<file path="config.mk">
export PLATFORM = sky130hd
export DESIGN_NAME = sys_reset_ctl
export DESIGN_NICKNAME = d
export VERILOG_FILES = /design/src/rtl/sys_reset_ctl_pkg.sv /design/src/rtl/sys_reset_ctl_ctrl.sv /design/src/rtl/sys_reset_ctl_dp.sv /design/src/rtl/sys_reset_ctl.sv
export SDC_FILE = /design/constraint.sdc
export NUM_CORES = 1
export LEC_CHECK = 0
export ABC_AREA = 1
export CAP_MARGIN = 20
export CORE_AREA = 4 4 41 43
export DETAILED_ROUTE_END_ITERATION = 7
export DIE_AREA = 0 0 45 47
export HOLD_SLACK_MARGIN = 0.05
export PLACE_DENSITY = 0.66
export RECOVER_POWER = 25
export SETUP_SLACK_MARGIN = 0.5
export SLEW_MARGIN = 15
export SYNTH_ARGS = -nofsm -noshare
export SYNTH_HDL_FRONTEND = slang
export SYNTH_SLANG_ARGS = --single-unit
</file>
<file path="constraint.sdc">
create_clock -name clk -period 0.8 [get_ports clk]
set_input_delay 0.16 -clock clk [delete_from_list [all_inputs] [get_ports clk]]
set_output_delay 0.16 -clock clk [all_outputs]
set_load 0.005 [all_outputs]
</file>
<file path="src/rtl/sys_reset_ctl_pkg.sv">
package sys_reset_ctl_pkg;
  localparam int BIT_GIE   = 7;
  localparam int BIT_WDRS  = 5;
  localparam int BIT_PORS  = 4;
  localparam int BIT_SLEEP = 3;
  localparam int BIT_STOP  = 0;
  localparam int BIT_RAMIN = 0;

  typedef struct packed {
    logic wrStatus;
    logic wrCfg;
    logic wdtHit;
    logic wake;
  } ctlStrobes_t;
endpackage

</file>
<file path="src/rtl/sys_reset_ctl_ctrl.sv">
module sys_reset_ctl_ctrl
  import sys_reset_ctl_pkg::*;
#(
  parameter int ADDR_W      = 1,
  parameter int STATUS_ADDR = 0,
  parameter int CFG_ADDR    = 1
) (
  input  logic [ADDR_W-1:0] busAddr,
  input  logic              busWrEn,
  input  logic              wdtRstEvt,
  input  logic              wakePulse,
  output ctlStrobes_t       strobes
);
  localparam logic [ADDR_W-1:0] StatusSel = STATUS_ADDR[ADDR_W-1:0];
  localparam logic [ADDR_W-1:0] CfgSel    = CFG_ADDR[ADDR_W-1:0];

  logic writeOk;

  always_comb begin
    // A watchdog event swallows any bus write in the same cycle.
    writeOk          = busWrEn && !wdtRstEvt;
    strobes.wrStatus = writeOk && (busAddr == StatusSel);
    strobes.wrCfg    = writeOk && (busAddr == CfgSel);
    strobes.wdtHit   = wdtRstEvt;
    strobes.wake     = wakePulse;
  end
endmodule

</file>
<file path="src/rtl/sys_reset_ctl_dp.sv">
module sys_reset_ctl_dp
  import sys_reset_ctl_pkg::*;
#(
  parameter int DATA_W      = 8,
  parameter int ADDR_W      = 1,
  parameter int STATUS_ADDR = 0,
  parameter int CFG_ADDR    = 1
) (
  input  logic              clk,
  input  logic              coldRst,
  input  ctlStrobes_t       strobes,
  input  logic [DATA_W-1:0] busWrData,
  input  logic [ADDR_W-1:0] busAddr,
  input  logic              gieIn,
  output logic [DATA_W-1:0] busRdData,
  output logic              porsFlag,
  output logic              sleepBit,
  output logic              stopBit,
  output logic              ramMinBit
);
  localparam logic [ADDR_W-1:0] StatusSel = STATUS_ADDR[ADDR_W-1:0];
  localparam logic [ADDR_W-1:0] CfgSel    = CFG_ADDR[ADDR_W-1:0];

  logic wdrsFlag;

  // Reset-cause flags and the sleep/stop controls.
  always_ff @(posedge clk or posedge coldRst) begin
    if (coldRst) begin
      porsFlag <= 1'b1;
      wdrsFlag <= 1'b0;
      sleepBit <= 1'b0;
      stopBit  <= 1'b0;
    end else if (strobes.wdtHit) begin
      wdrsFlag <= 1'b1;
      sleepBit <= 1'b0;
      stopBit  <= 1'b0;
    end else begin
      if (strobes.wrStatus) begin
        porsFlag <= porsFlag & busWrData[BIT_PORS];
        wdrsFlag <= wdrsFlag & busWrData[BIT_WDRS];
        stopBit  <= stopBit | busWrData[BIT_STOP];
      end
      // A wake pulse overrides a write of 1 to the sleep bit.
      if (strobes.wake) begin
        sleepBit <= 1'b0;
      end else if (strobes.wrStatus) begin
        sleepBit <= busWrData[BIT_SLEEP];
      end
    end
  end

  // Configuration register: only a cold reset clears it.
  always_ff @(posedge clk or posedge coldRst) begin
    if (coldRst) begin
      ramMinBit <= 1'b0;
    end else if (strobes.wrCfg) begin
      ramMinBit <= busWrData[BIT_RAMIN];
    end
  end

  // Combinational read mux.
  always_comb begin
    busRdData = '0;
    if (busAddr == StatusSel) begin
      busRdData[BIT_GIE]   = gieIn;
      busRdData[BIT_WDRS]  = wdrsFlag;
      busRdData[BIT_PORS]  = porsFlag;
      busRdData[BIT_SLEEP] = sleepBit;
      busRdData[BIT_STOP]  = stopBit;
    end else if (busAddr == CfgSel) begin
      busRdData[BIT_RAMIN] = ramMinBit;
    end
  end
endmodule

</file>
<file path="src/rtl/sys_reset_ctl.sv">
module sys_reset_ctl
  import sys_reset_ctl_pkg::*;
#(
  parameter int DATA_W      = 8,
  parameter int ADDR_W      = 1,
  parameter int STATUS_ADDR = 0,
  parameter int CFG_ADDR    = 1
) (
  input  logic              clk,
  input  logic              porIn,
  input  logic              extRstIn,
  input  logic              wdtRstEvt,
  input  logic              wakePulse,
  input  logic [ADDR_W-1:0] busAddr,
  input  logic [DATA_W-1:0] busWrData,
  input  logic              busWrEn,
  output logic [DATA_W-1:0] busRdData,
  input  logic              gieIn,
  output logic              wdtEnable,
  output logic              sleepReq,
  output logic              cpuStop,
  output logic              ramInitMin
);
  ctlStrobes_t strobes;
  logic        coldRst;
  logic        porsFlag;

  assign coldRst = porIn | extRstIn;

  sys_reset_ctl_ctrl #(
    .ADDR_W(ADDR_W),
    .STATUS_ADDR(STATUS_ADDR),
    .CFG_ADDR(CFG_ADDR)
  ) u_ctrl (
    .busAddr(busAddr),
    .busWrEn(busWrEn),
    .wdtRstEvt(wdtRstEvt),
    .wakePulse(wakePulse),
    .strobes(strobes)
  );

  sys_reset_ctl_dp #(
    .DATA_W(DATA_W),
    .ADDR_W(ADDR_W),
    .STATUS_ADDR(STATUS_ADDR),
    .CFG_ADDR(CFG_ADDR)
  ) u_dp (
    .clk(clk),
    .coldRst(coldRst),
    .strobes(strobes),
    .busWrData(busWrData),
    .busAddr(busAddr),
    .gieIn(gieIn),
    .busRdData(busRdData),
    .porsFlag(porsFlag),
    .sleepBit(sleepReq),
    .stopBit(cpuStop),
    .ramMinBit(ramInitMin)
  );

  assign wdtEnable = ~porsFlag;
endmodule

</file>
==> results of run 1 <==
timing repair:
item / 4_1_cts / 5_1_grt
gates resized for setup: 68 / 8
pin swaps: 6 / 4
setup endpoints to repair: 19 / 14
endpoints found under the hold margin: 4 / 4
setup buffers: 2 / 0
worst max-delay path, cell delays in order (launching register included):
cell	delay [ps]
dfstp_2	520
inv_2	40
buf_6	100
buf_6	100
cell families after synthesis:
family                 after synthesis  synth area share [%]
and+or+nand+nor                     25                  31.4
AOI/OAI and AO/OA                    5                  9.59
other                                1                  1.11
buffers and inverters               13                  20.7
DFF                                  5                  37.3
worst max path at each step:
stage | cells past startpoint | start | to | slack, ps
after global placement | 4 | busAddr | busRdData[0] | -860
after global routing | 3 | u_dp.porsFlag$_DFFE_PP1P_ | wdtEnable | -400
final | 3 | u_dp.porsFlag$_DFFE_PP1P_ | wdtEnable | -360
after CTS | 3 | u_dp.porsFlag$_DFFE_PP1P_ | wdtEnable | -370
after detailed placement | 4 | busAddr | busRdData[0] | -870
after floorplan | 2 | u_dp.porsFlag$_DFFE_PP1P_ | busRdData[4] | -4
layout make-up:
type | instances | share of cell area (%)
clock buffers | 4 | 3.90
inverters | 9 | 5.39
multi-input cells | 33 | 28.3
flip-flops and latches | 5 | 18.8
well taps | 15 | 2.79
repair buffers | 29 | 40.9
metal layers:
| layer | track usage [%] | vias up | part of all wire [%] |
|---|---|---|---|
| met3 | 6.13 | 0 | 9.9 |
| met2 | 16.4 | 13 | 51 |
| met4 | 1.75 | 0 | 0 |
| met5 | 0 | - | 0 |
| li1 | - | 207 | - |
| met1 | 9.72 | 159 | 39 |
sequential cells by signal, summed over array words and instances (netlist names):
name            count
u_dp.porsFlag       1
u_dp.ramMinBit      1
u_dp.sleepBit       1
u_dp.stopBit        1
u_dp.wdrsFlag       1
report_power, final:
group	total, W	internal, W	switching [W]
Combinational	0.000311	0.000187	0.000124
Sequential	0.000299	0.000281	0.0000173
Clock	0.000282	0.000188	0.0000936
layout by cell type, fill, tap and decap left out:
| master | count |
|---|---|
| nand2_1 | 12 |
| buf_6 | 11 |
| inv_2 | 5 |
| dlygate4sd2_1 | 5 |
| buf_2 | 5 |
| nor2_1 | 4 |
| clkdlybuf4s50_1 | 4 |
| dfrtp_1 | 4 |
| inv_1 | 3 |
| conb_1 | 3 |
| clkbuf_4 | 3 |
| buf_4 | 3 |
| nand3_2 | 2 |
| nor2_4 | 2 |
| a21oi_2 | 2 |
| o21ai_2 | 2 |
| nor2_2 | 2 |
| inv_4 | 1 |
| nor3b_2 | 1 |
| nand3_1 | 1 |
| o21ai_1 | 1 |
| nand2_2 | 1 |
| clkbuf_1 | 1 |
| buf_12 | 1 |
| dfstp_2 | 1 |
metrics by stage:
step	TNS (ps)	std cells
CTS	-2170	95
finish	-2110	95
global route	-2580	95
global placement	-8140	89
floorplan	-4.28	51
detailed placement	-8230	89
==> summary.txt, run 1 <==
Route
  • Remaining DRCs: 0
  • Drt pass-1 iters: 2
  • Initial drt markers: 2
  • Vias: 379
  • Post-route ant nets: 0
  • Routed wire per std cell: 9.35 um
  • Vias/cell: about 4
  • Routed WL: just under 900 um

Worst setup path
  • Reg-to-Reg End: u_dp.porsFlag$_DFFE_PP1P_
  • Required @ worst endpoint: 640 ps
  • R2r startpoint: u_dp.porsFlag$_DFFE_PP1P_
  • Crit path arrival time: 1000 ps
  • R2r setup slk: -110 ps
  • Worst setup SP type: flop
  • Critical path type: flop to primary output
  • Worst Reg-to-Reg Cells: 4
  • Critical Path End Type: primary output
  • Peak fanout along the critical path: 2

Pwr
  • Tot Pwr: between 0.0008 and 0.0009 W
  • Peak VDD IR: ~920 uV
  • Pwr dens: 1320 nW/um2
  • LEAKAGE: 0.349 nW

STA
  • Setup ws final: -359 ps
  • Setup Skew: 0 ps
  • Fin. max-slew vios: 0
  • Max Fclk: 863 MHz
  • RSZ-0062 raised after global routing: true
  • Final Hold Vio Count: 0
  • # setup viols final: 9
  • Fin crit share: 145%
  • Hold WS: 72.1 ps
  • Crit path time final: ~1200 ps

Layout
  • Final instance area: 673 um2
  • Register Area: between 100 and 150 um2
  • Total Nets Final: between 90 and 100
  • Area Overhead vs Synth: 98.5%
  • Share of layout cells above drive strength 1: 52.5%
  • Fillcell total: between 100 and 150
  • Core Util, Final: between 50 and 60%
  • Area of the multi-input gates: around 190 um2
  • Number of antenna repair diodes: 0

Place
  • GPL Wtd Cong: between 0.7 and 0.8
  • DP HPWL: between 700 and 800 um
  • DP Area: roughly 600 um2
  • IO buf count: 20
  • Pre-CTS setup slack: -874 ps

Global routing
  • First-pass GRT wire length: around 1400 um
  • Vias in the first global route: 361
  • Initial antenna violation count: 0
  • Total gr overflow: 0
  • Largest net degree at the start of global routing: 8
  • GRT Total Usage: 9.46%

Clock network
  • Htree depth: 1
  • CTS Root Cell: clkbuf_4
  • Clock tree buffer depth: 2
  • CTS buffer count: 3
  • Worst-path clk slew: 40 ps
  • CTS tree: built
  • Worst-skew pair later-pin latency: 240 ps
  • Sink Count: 5

Run
  • Max-cap violation count: 0

Yosys
  • Post-Synthesis Cells: just under 50
  • Post-synthesis sequential area ratio: between 30% and 40%
  • Top cell type's share of synthesized area: between 20% and 30%
  • Area leader, netlist: dfrtp_1
  • Top cells by area, synth: dfrtp_1 (30%), nand2_1 (14%), nor2_1 (8.9%), dfstp_2 (7.7%), inv_1 (7.7%)
  • Synth Warn #: 0
  • EDFF count, synth: 0
  • Mapped cell area: between 300 and 400 um2
  • Syn avg cell area: around 7 um2
  • Dominant synthesized flop cell: dfrtp_1
  • Post-synth ARST share: 100%
  • Library cells used by synthesis: 18
  • List of most frequent post-synthesis cells: nand2_1 (13), nor2_1 (8), inv_1 (7), dfrtp_1 (4), buf_4 (3)
  • Flops & latches, synth: 5
  • Most frequent cell after synthesis: nand2_1

Floorplan
  • I/O pins: 28
  • Die height: between 40 and 50 um
  • Die Wd: between 40 and 50 um
  • Initial Util: a little over a quarter
  • Area of the core: 1300 um2
  • Die ar.: between 2000 and 2500 um2
  • Row count: 13

Min path
  • Class of the worst hold path: input port to asynchronous set/reset pin

Outcome
  • Status: complete, but fails checks
  • Failing checks: negative setup slack
Power figures use the tool's default switching activity.
==> inputs of run 2 (changes only) <==
- CORE_AREA: 4 4 41 43 -> 5 5 42 44
- DIE_AREA: 0 0 45 47 -> 0 0 47 49
- clock period: 0.8 -> 1.5 ns (I/O delays scaled with it)
==> summary.txt, run 2 (synthesized netlist as in run 1, its figures left out) <==
Worst setup path
  • Required @ worst endpoint: 1200 ps
  • CP top delay family: flip-flops
  • R2r startpoint: u_dp.porsFlag$_DFFE_PP1P_
  • Worst setup SP type: flop
  • CP startpoint: u_dp.porsFlag$_DFFE_PP1P_
  • Critical path type: flop to primary output
  • Peak fanout along the critical path: 3
  • CP cell instances: inv_2, nor2_1, buf_2
  • Critical Path End Type: primary output
  • CP max stage cell: dfstp_2
  • Buf/Inv on CP: 2
  • Crit-path max cell delay: 520 ps
  • Crit path arrival time: just under 1000 ps

Global routing
  • First-pass GRT wire length: about 1400 um
  • GRT Total Usage: ~8.8%
  • Initial antenna violation count: 0
  • Vias in the first global route: approximately 350
  • Largest net degree at the start of global routing: 6
  • Total gr overflow: 0

Layout
  • Final instance area: about 600 um2
  • Share of layout cells above drive strength 1: 38.3%
  • Non-Filler Instances: 97
  • Number of antenna repair diodes: 0
  • Total Nets Final: between 90 and 100
  • Commonest non-fill, non-tap cell in the layout: nand2_1
  • Most frequent cells in the layout: nand2_1 (13), nor2_1 (7), buf_2 (7), buf_4 (7)
  • Core Util, Final: between 40% and 50%
  • Area Overhead vs Synth: 82.3%

Place
  • Pre-CTS setup slack: -364 ps
  • Placed Instances: 85
  • IO buf count: 20
  • DP Area: around 550 um2
  • DP HPWL: roughly 720 um
  • GPL Wtd Cong: around 0.63

Pwr
  • Pwr dens: ~750 nW/um2
  • Power Internal: approximately 0.00034 W
  • Peak VDD IR: roughly 250 uV
  • LEAKAGE: 0.343 nW
  • Comb pwr share: around a third
  • Reg power frac: between 30% and 40%
  • Clock power frac: about 34%
  • Switch Pwr: 0.000124 W
  • Switching share of power: between 20 and 30%

Floorplan
  • Row count: 14
  • Initial Util: between 20% and 30%
  • Die height: a little under 50 um
  • Die ar.: between 2000 and 2500 um2
  • Die Wd: around 47 um
  • I/O pins: 28
  • Area of the core: approximately 1400 um2

Min path
  • Class of the worst hold path: input port to asynchronous set/reset pin

STA
  • Fin crit share: between 80% and 90%
  • Setup ws final: roughly 210 ps
  • Crit path time final: 1290 ps
  • Final Hold Vio Count: 0
  • Hold WS: roughly 380 ps
  • RSZ-0062 raised after global routing: true
  • # setup viols final: 0
  • Setup Skew: 0 ps
  • Fin. max-slew vios: 0
  • Max Fclk: 776 MHz

Run
  • Max-cap violation count: 0

Clock network
  • CTS tree: built
  • CTS buffer count: 3
  • Sink Count: 5
  • Clock tree buffer depth: 2
  • Worst-path clk slew: approximately 50 ps
  • Post-CTS Hold Buffers: 0
  • CTS Root Cell: clkbuf_4
  • Worst-skew pair later-pin latency: ~240 ps
  • Htree depth: 1

Outcome
  • Status: completed

Route
  • Drt pass-1 iters: 4
  • Routed wire per std cell: about 9.7 um
  • Initial drt markers: 6
  • Post-route ant nets: 0
  • Vias/cell: roughly 4.0
  • Remaining DRCs: 0
  • Vias: between 300 and 400
  • Routed WL: 940 um
-- run 2: cell count changes in the layout (fill, tap and decap cells not counted), moves of 2 or more --
| cell | delta |
|---|---|
| inv_2 | -3 |
| clkdlybuf4s50_1 | +2 |
| inv_1 | +3 |
| dlygate4sd2_1 | -4 |
| nor2_4 | -2 |
| nor2_1 | +3 |
| buf_2 | +2 |
| buf_4 | +4 |
| buf_6 | -5 |
-- run 2: layout make-up --
| cell class | count | area [um2] |
|---|---|---|
| Tap cell | 16 | 20.0 |
| Fill cell | 154 | 783 |
| Inverter | 9 | 36.3 |
| Multi-Input combinational cell | 33 | 153 |
| Clock buffer | 4 | 26.3 |
| Sequential cell | 5 | 126 |
| Timing Repair Buffer | 30 | 256 |
-- run 2: path summary, 6_finish.rpt --
| kind | slack [ps] | to | cells after the start |
|---|---|---|---|
| max in group asynchronous | 640 | u_dp.porsFlag$_DFFE_PP1P_ | 2 |
| worst min register to register | 590 | u_dp.stopBit$_DFFE_PP0P_ | 3 |
| worst min-delay path | 380 | u_dp.ramMinBit$_DFFE_PP0P_ | 2 |
| min in group clk | 440 | u_dp.ramMinBit$_DFFE_PP0P_ | 3 |
| worst max register to register | 550 | u_dp.porsFlag$_DFFE_PP1P_ | 4 |
| worst max-delay path | 210 | busRdData[4] | 3 |
-- run 2: layer usage --
metal / vias up / GRT usage, % / share of wire [%]
met3: 0 / 2.58 / 11
met1: 168 / 10.7 / 42
li1: 204 / - / -
met4: 0 / 8.29 / 0
met5: - / 0 / 0
met2: 16 / 11.8 / 47
-- run 2: what timing repair did --
action | 4_1_cts | 5_1_grt
resized for setup | 52 | 2
endpoints found under the setup margin | 14 | 13
pin swaps | 2 | 0
buffers inserted | 5 | 3
-- run 2: power groups by stage --
stage | Combinational (W) | Sequential (W) | Clock, W
4_1_cts | 0.000139 | 0.000158 | 0.000163
5_1_grt | 0.000160 | 0.000160 | 0.000172
3_3_place_gp | 0.000124 | 0.000161 | 0
2_1_floorplan | 0.0000524 | 0.000161 | 0
6_report | 0.000145 | 0.000158 | 0.000159
3_5_place_dp | 0.000126 | 0.000161 | 0
-- run 2: through the flow --
step,total power (W),TNS (ps)
3_3_place_gp,0.000284,-1570
5_1_grt,0.000492,0
3_5_place_dp,0.000287,-1600
2_1_floorplan,0.000213,0
4_1_cts,0.000460,0
6_report,0.000461,0
==> inputs of run 3 (changes only) <==
- ABC_AREA: 1 -> default
- GPL_TIMING_DRIVEN: default -> 0
- PLACE_DENSITY: 0.66 -> 0.61
==> summary.txt, run 3 <==
Global routing
  • Total gr overflow: 0
  • Vias in the first global route: between 200 and 300
  • GRT Total Usage: under 10%
  • Largest net degree at the start of global routing: 7
  • Initial antenna violation count: 0
  • First-pass GRT wire length: approximately 1000 um

Clock network
  • CTS Root Cell: clkbuf_4
  • Worst-skew pair later-pin latency: about 230 ps
  • Post-CTS Hold Buffers: 0
  • CTS tree: built
  • Clock tree buffer depth: 2
  • CTS buffer count: 3
  • Sink Count: 5
  • Worst-path clk slew: 40 ps
  • Htree depth: 1

Floorplan
  • Area of the core: roughly 1400 um2
  • Row count: 14
  • Die ar.: 2300 um2
  • I/O pins: 28
  • Die Wd: between 40 and 50 um
  • Initial Util: roughly a fifth
  • Die height: 49 um

Yosys
  • Most frequent cell after synthesis: nor2_1
  • Post-synthesis sequential area ratio: 45.1%
  • Area leader, netlist: dfrtp_1
  • Syn avg cell area: ~10 um2
  • EDFF count, synth: 0
  • Top cell type's share of synthesized area: 35.7%
  • Top cells by area, synth: dfrtp_1 (36%), dfstp_2 (9.4%), and2b_2 (9.4%), buf_4 (8.0%), mux2_1 (8.0%)
  • List of most frequent post-synthesis cells: nor2_1 (5), dfrtp_1 (4), and2b_2 (3), buf_4 (3)
  • Post-Synthesis Cells: 28
  • Dominant synthesized flop cell: dfrtp_1
  • Library cells used by synthesis: 15
  • Flops & latches, synth: 5
  • Post-synth ARST share: between 90% and 100%
  • Synth Warn #: 0
  • Mapped cell area: 280 um2

Worst setup path
  • Critical Path End Type: primary output
  • Crit path arrival time: 990 ps
  • Levels on crit path: 2
  • Crit-path max cell delay: between 300 and 400 ps
  • Critical path type: flop to primary output
  • Required @ worst endpoint: around 1200 ps
  • CP max stage cell: dfrtp_1
  • CP cell instances: mux2_4, buf_6
  • Worst setup SP type: flop
  • Peak fanout along the critical path: 3
  • CP top delay family: flip-flops
  • Worst Reg-to-Reg Cells: 4
  • Buf/Inv on CP: 1

Pwr
  • Power Internal: about 0.00032 W
  • Switch Pwr: slightly below 0.00009 W
  • LEAKAGE: approximately 0.29 nW
  • Peak VDD IR: between 300 and 400 uV
  • Switching share of power: 21.9%
  • Reg power frac: a little under two fifths
  • Clock power frac: between 30% and 40%
  • Comb pwr share: between 20% and 30%
  • Pwr dens: ~720 nW/um2

STA
  • Fin crit share: approximately 86%
  • Crit path time final: 1290 ps
  • # setup viols final: 0
  • Setup Skew: 0 ps
  • Fin. max-slew vios: 0
  • Final Hold Vio Count: 0
  • Setup TNS Final: 0 ps
  • Max Fclk: about 800 MHz
  • RSZ-0062 raised after global routing: true

Outcome
  • Status: completed

Route
  • Post-route ant nets: 0
  • Vias/cell: 3.73
  • Vias: 280
  • Remaining DRCs: 0
  • Drt pass-1 iters: 1
  • Initial drt markers: 0
  • Routed WL: 732 um
  • Routed wire per std cell: around 10 um

Place
  • DP Area: between 500 and 600 um2
  • IO buf count: 20
  • GPL Wtd Cong: slightly below 0.6

Layout
  • Number of antenna repair diodes: 0
  • Share of layout cells above drive strength 1: slightly above 50%
  • Final instance area: between 500 and 600 um2
  • Most frequent cells in the layout: buf_4 (6), clkdlybuf4s50_1 (6), buf_6 (6)
  • Total Nets Final: 76
  • Area Overhead vs Synth: 102%

Run
  • Max-cap violation count: 0

Min path
  • Class of the worst hold path: input port to asynchronous set/reset pin
[run 3: worst reg2reg max path: stages (launching register included)]
cell and delay (ps):
dfrtp_1 370, buf_4 130, buf_6 100, a21oi_1 130, nor2_1 60
[run 3: cells by family (layout without fill, tap and decap cells)]
| kind of cell | count (synthesis) | after routing | synth area share, % |
|---|---|---|---|
| AOI/OAI and AO/OA | 3 | 3 | 6.25 |
| buffers and inverters | 4 | 33 | 9.37 |
| DFF | 5 | 5 | 45.1 |
| muxes | 3 | 3 | 11.6 |
| other | 1 | 3 | 1.34 |
| and+or+nand+nor | 12 | 12 | 26.3 |
[run 3: through the flow]
stage	util [%]	total power [W]	hold WS, ps	setup slack (ps)	cells
floorplan	-	0.000188	168	522	30
finish	40.4	0.000409	357	213	75
detailed placement	36.3	0.000258	471	-511	66
CTS	38.1	0.000415	371	198	73
global placement	36.3	0.000258	464	-513	66
global route	40.4	0.000431	415	186	75
[run 3: power by group through the flow]
stage	sequential [W]	clock, W	combinational [W]
3_5_place_dp	0.000154	0	0.000105
5_1_grt	0.000153	0.000159	0.000119
4_1_cts	0.000152	0.000159	0.000104
2_1_floorplan	0.000154	0	0.0000338
3_3_place_gp	0.000154	0	0.000104
6_report	0.000152	0.000148	0.000108
[run 3: layer usage]
| layer | global-route usage (%) | share of wire (%) |
|---|---|---|
| met1 | 6.47 | 34 |
| met2 | 9.73 | 51 |
| met3 | 2.95 | 15 |
| met4 | 4.15 | 0 |
| met5 | 0 | 0 |
[run 3: path summary, 6_finish.rpt]
check / from / to / slack, ps
min in group clk: u_dp.porsFlag$_DFFE_PP1P_ / u_dp.porsFlag$_DFFE_PP1P_ / 470
worst max-delay path: u_dp.ramMinBit$_DFFE_PP0P_ / busRdData[0] / 210
worst min-delay path: porIn / u_dp.wdrsFlag$_DFFE_PP0P_ / 360
worst min register to register: u_dp.porsFlag$_DFFE_PP1P_ / u_dp.porsFlag$_DFFE_PP1P_ / 470
max in group asynchronous: extRstIn / u_dp.porsFlag$_DFFE_PP1P_ / 670
worst max register to register: u_dp.stopBit$_DFFE_PP0P_ / u_dp.stopBit$_DFFE_PP0P_ / 590
[run 3: cell type report]
class | count | area (um2)
timing repair buffer | 25 | 223
buffer | 3 | 22.5
clock buffer | 4 | 26.3
inverter | 1 | 3.75
sequential | 5 | 126
multi-input combinational | 21 | 144
fill | 162 | 836
tap | 16 | 20.0
[run 3: repair_timing]
action | 4_1_cts | 5_1_grt
gates resized for setup | 51 | 5
pin swaps | 2 | 0
cloned | 0 | 0
hold endpoints to repair | 0 | 0
setup buffers | 3 | 2
endpoints found under the setup margin | 14 | 10
